## config.mk

```make
export PLATFORM = sky130hd
export DESIGN_NAME = sft_arbiter
export DESIGN_NICKNAME = d
export VERILOG_FILES = /design/src/rtl/sft_pkg.sv /design/src/rtl/sft_grant.sv /design/src/rtl/sft_lane.sv /design/src/rtl/sft_arbiter.sv
export SDC_FILE = /design/constraint.sdc
export NUM_CORES = 1
export LEC_CHECK = 0
export ABC_AREA = 0
export ABC_CLOCK_PERIOD_IN_PS = 6300
export BUFFER_PORTS_ARGS = -buffer_cell sky130_fd_sc_hd__clkbuf_2
export CORE_MARGIN = 4
export CORE_UTILIZATION = 62
export CTS_CLUSTER_SIZE = 8
export DETAILED_ROUTE_END_ITERATION = 6
export GPL_TIMING_DRIVEN = 0
export PLACE_DENSITY = 0.87
export SYNTH_ARGS = -nofsm -noshare
export SYNTH_HDL_FRONTEND = slang
export SYNTH_SLANG_ARGS = --single-unit
```

## constraint.sdc

```tcl
create_clock -name clk -period 6.3 [get_ports clk]
set_input_delay 0.63 -clock clk [delete_from_list [all_inputs] [get_ports clk]]
set_output_delay 0.63 -clock clk [all_outputs]
set_load 0.005 [all_outputs]
```

## src/rtl/sft_pkg.sv

```systemverilog
package sft_pkg;

    localparam int NUM_CH = 2;

    typedef enum logic {
        CH_CPU = 1'b0,
        CH_SRC = 1'b1
    } chan_e;

    typedef struct packed {
        logic  engaged;
        chan_e owner;
    } grant_t;

    function automatic chan_e auto_pick(input logic [NUM_CH-1:0] differs);
        return differs[CH_CPU] ? CH_CPU : CH_SRC;
    endfunction

endpackage

```

## src/rtl/sft_grant.sv

```systemverilog
module sft_grant
    import sft_pkg::*;
(
    input  logic              busy_q,
    input  chan_e             owner_q,
    input  logic              manual_mode,
    input  chan_e             manual_owner,
    input  logic [NUM_CH-1:0] differs,
    output grant_t            grant
);
    chan_e sel;

    always_comb begin
        if (busy_q) begin
            sel = owner_q;
        end else if (manual_mode) begin
            sel = manual_owner;
        end else begin
            sel = auto_pick(differs);
        end
        grant.owner   = sel;
        grant.engaged = differs[sel];
    end
endmodule

```

## src/rtl/sft_lane.sv

```systemverilog
module sft_lane #(
    parameter int W = 9
) (
    input  logic         clk,
    input  logic         rst,
    input  logic [W-1:0] target,
    input  logic         owned,
    input  logic         rate_tick,
    output logic [W-1:0] live,
    output logic         differs,
    output logic         pending
);
    localparam logic [W-1:0] ONE = W'(1);

    logic [W-1:0] live_q;
    logic [W-1:0] live_d;

    always_comb begin
        differs = (target != live_q);
        if (!owned) begin
            live_d = target;
        end else if (rate_tick && differs) begin
            live_d = (target > live_q) ? (live_q + ONE) : (live_q - ONE);
        end else begin
            live_d = live_q;
        end
        pending = (live_d != target);
    end

    always_ff @(posedge clk) begin
        if (rst) begin
            live_q <= '0;
        end else begin
            live_q <= live_d;
        end
    end

    assign live = live_q;
endmodule

```

## src/rtl/sft_arbiter.sv

```systemverilog
module sft_arbiter
    import sft_pkg::*;
#(
    parameter int N_W = 9
) (
    input  logic           clk,
    input  logic           rst,
    input  logic [N_W-1:0] cpu_target,
    input  logic [N_W-1:0] src_target,
    input  logic           mode_manual,
    input  logic           manual_sel,
    input  logic           rate_tick,
    output logic [N_W-1:0] cpu_live,
    output logic [N_W-1:0] src_live,
    output logic           busy
);
    logic [N_W-1:0]    tgt  [NUM_CH];
    logic [N_W-1:0]    live [NUM_CH];
    logic [NUM_CH-1:0] differs;
    logic [NUM_CH-1:0] pending;
    logic [NUM_CH-1:0] owned;
    grant_t            grant;
    logic              busy_q;
    chan_e             owner_q;

    assign tgt[CH_CPU] = cpu_target;
    assign tgt[CH_SRC] = src_target;

    sft_grant u_grant (
        .busy_q      (busy_q),
        .owner_q     (owner_q),
        .manual_mode (mode_manual),
        .manual_owner(chan_e'(manual_sel)),
        .differs     (differs),
        .grant       (grant)
    );

    for (genvar c = 0; c < NUM_CH; c++) begin : g_lane
        assign owned[c] = grant.engaged && (grant.owner == chan_e'(c));
        sft_lane #(.W(N_W)) u_lane (
            .clk      (clk),
            .rst      (rst),
            .target   (tgt[c]),
            .owned    (owned[c]),
            .rate_tick(rate_tick),
            .live     (live[c]),
            .differs  (differs[c]),
            .pending  (pending[c])
        );
    end

    always_ff @(posedge clk) begin
        if (rst) begin
            busy_q  <= 1'b0;
            owner_q <= CH_CPU;
        end else begin
            busy_q <= grant.engaged && pending[grant.owner];
            if (!busy_q) begin
                owner_q <= grant.owner;
            end
        end
    end

    assign cpu_live = live[CH_CPU];
    assign src_live = live[CH_SRC];
    assign busy     = busy_q;
endmodule

```

==> impl_results.md <==
* Netlist cell types at between 60 and 70
* First-pass GRT wire length at approximately 12000 µm
* Most used DFF post-synth: dfxtp_1
* DR WL met2 at approximately 3600 µm
* Final period utilization at around 67%
* CP Capture Type: register
* DRC viols at 0
* Power Density at 326 nW/µm²
* Initial antenna violation count at 0
* Worst-path clk slew at 0.09 ns
* Met1 Wirelength at around 3000 µm
* Fmax at 0.237 GHz
* Sequential element share of the synthesized area at 15.3%
* DRT Pass-1 Iters at 5
* Final net count at about 420
* Starting DRT DRC Count at 259
* #FFs+latches synth at 20
* CP startpoint kind: input pin
* I/O Buffers at 40
* Highest metal used: met4
* CTS sink count at 20
* Cts bufs inserted at 3
* Commonest non-fill, non-tap cell in the layout: clkbuf_2
* Clock Power Share at between 10% and 20%
* Post-CTS sizing at 0
* Clock buffer depth at 2
* Boundary Pins at 42
* Status: complete, no violations
* Syn Area/Cell at 8.17 µm²
* Final core utilization at between 70% and 80%
* Worst reg2reg setup slack at ~2.1 ns
* Critical path class: input pin to register
* Worst Hold Path EP: g_lane[0].u_lane.live[7]
* Area growth syn-to-layout at 12.7%
* Largest net degree at the start of global routing at 13
* Tot GR Track Use at about 28%
* Critical Path AT at approximately 4.4 ns
* Hold Crit Depth at 2
* Ratio of cells with drive above 1 in the final layout at 21.4%
* Dpl ws at 1.91 ns
* Vias per cell at roughly 6.4
* Num rows at 23
* ANT nets after route at 0
* Gate Count Post-Synth at between 300 and 400
* Critical Path Fanout Max at 9
* Sw Ratio at a little under half
* Vias in the first global route at between 2000 and 3000
* Final hold vios at 0
* Fin. max-slew vios at 0
* Hold Startpoint: g_lane[0].u_lane.live[7]
* Total Wirelength at 7310 µm
* Setup Skew at roughly 0.0084 ns
* Worst EP required at about 6.4 ns
* RSZ-0062 raised after global routing: no
* Overall power consumption at between 0.0009 and 0.001 W
* Slack of the critical path at between 2 and 2.5 ns
* Post-CTS Setup Bufs at 0
* Slew HR at a little under three fifths
* Hold-fix buffers, CTS at 0
* Initial Util at ~65%
* Die Footprint at around 5300 µm²
* Clk root buf: clkbuf_8
* Mapped cell area at 2620 µm²
* Peak supply drop at roughly 0.22 mV
* Setup-violating endpoint count in the final report at 0
* Die X at approximately 73 µm
* Sum Neg Setup Slack at 0 ns
* Most frequent cells in the layout: clkbuf_2 (40), ha_1 (33), inv_1 (31), nor2_1 (29), xor2_1 (21)
* Hold crit path type: register to register
* Leakage at 1.35 nW
* Synth Net Count at roughly 380
* Later-pin clock latency in the skew report at between 0.2 and 0.3 ns
* Routed vias at around 2600
* Sequential share of power at between 10% and 20%
* CTS tree: done
* Post-route minimum period at between 4 and 5 ns
* ANT cells at 0
* Met3 Routed Length at between 500 and 600 µm
* Max-Cap Viols at 0
* Int Power at 0.000527 W
* Wire length per cell at roughly 18 µm
* Placer Congestion at between 0.9 and 1
* YS warnings at 0
* Tightest hold margin at 0.599 ns
* DP HPWL at 5620 µm
* Worst reg2reg endpoint: busy
* Reg2reg path depth at 16
* NetSw at 0.000438 W
* CTS H-tree depth at 1
* Core area at between 4000 and 5000 µm²
* Combinational share of power at between 60% and 70%
* Worst Tran Pin Value at 0.653 ns
* Die Span Y at about 73 µm
* Async S/R FF share, synth at 0%
* R2r startpoint: g_lane[0].u_lane.live[1]
* Post-synth EDFFs at 0
* Grt total ovfl at 0
## how the worst max path moves through the flow
| stage | slack (ns) | endpoint | startpoint |
|---|---|---|---|
| 2_1_floorplan | 2.53 | busy | cpu_target[3] |
| 3_3_place_gp | 2.05 | busy | cpu_target[3] |
| 3_5_place_dp | 1.91 | busy | cpu_target[3] |
| 4_1_cts | 2.13 | busy | cpu_target[3] |
| 5_1_grt | 1.88 | busy | g_lane[0].u_lane.live[1] |
| 6_report | 2.07 | busy | cpu_target[4] |
## flip-flops by register name (all words and copies together), names as in the netlist
register and count:
busy 1, g_lane.u_lane.live 18, owner_q 1
## kinds of logic after synthesis
kind of cell	synth area share, %
fa+ha+maj	17.3
flops	15.3
compound gates	25.7
buf+inv	5.67
mux	3.05
xor+xnor	13.4
simple gates	19.7
## layout make-up
class	instances	area, µm²
Multi-Input combinational cell	263	2070
Fill cell	313	1100
Sequential cell	20	400
Timing Repair Buffer	40	200
Inverter	32	120
Tap cell	50	62.6
Clock buffer	3	41.3
Clock inverter	1	30.0
Buffer	6	28.8
## layer usage
metal | track usage, % | vias to the layer above
met5 | 0 | -
met4 | 10.9 | 0
met3 | 3.72 | 24
met2 | 48.2 | 133
met1 | 36.0 | 1213
li1 | - | 1266
## cells in the mapped netlist (all sizes together) (4+ instances only)
cell type / number / area share, %
a311oi: 5 / 1.7
dfxtp: 20 / 15
ha: 33 / 16
nor2: 31 / 4.8
xnor2: 12 / 4.0
xor2: 22 / 7.6
a211oi: 12 / 4.0
inv: 31 / 4.4
and4: 4 / 1.6
nor3: 7 / 1.3
a21oi: 21 / 4.3
o31ai: 5 / 2.3
nand3: 8 / 1.7
o21ai: 18 / 3.6
mux2i: 8 / 3.1
or2: 4 / 0.95
o211ai: 5 / 2.0
nand2b: 4 / 0.95
nand2: 17 / 2.6
or3: 7 / 1.7
## power groups by stage
stage	Clock, W	Sequential (W)	Combinational, W
after floorplan	0	0.000179	0.000487
after global placement	0	0.000183	0.000599
after detailed placement	0	0.000185	0.000626
after CTS	0.000136	0.000181	0.000635
after global routing	0.000141	0.000186	0.000710
final	0.000136	0.000183	0.000646
## per-stage QoR
stage | cells | instance area [µm²]
5_1_grt | 415 | 2960
3_5_place_dp | 411 | 2890
4_1_cts | 415 | 2960
3_3_place_gp | 411 | 2890
2_1_floorplan | 321 | 2620
6_report | 415 | 2960
## critical path, cell delays in order
cell and delay, ns:
clkbuf_2 0.14, ha_1 0.32, and4_1 0.24, a21o_1 0.20, a211oi_2 0.29, nand2b_1 0.41
inv_1 0.11, fa_1 0.56, nor2_1 0.08, a21boi_0 0.13, a21oi_1 0.16, a311oi_1 0.14
or3_1 0.42, a311oi_1 0.27, a41o_1 0.22, nor4_2 0.04
(Power assumes the default switching activity.)
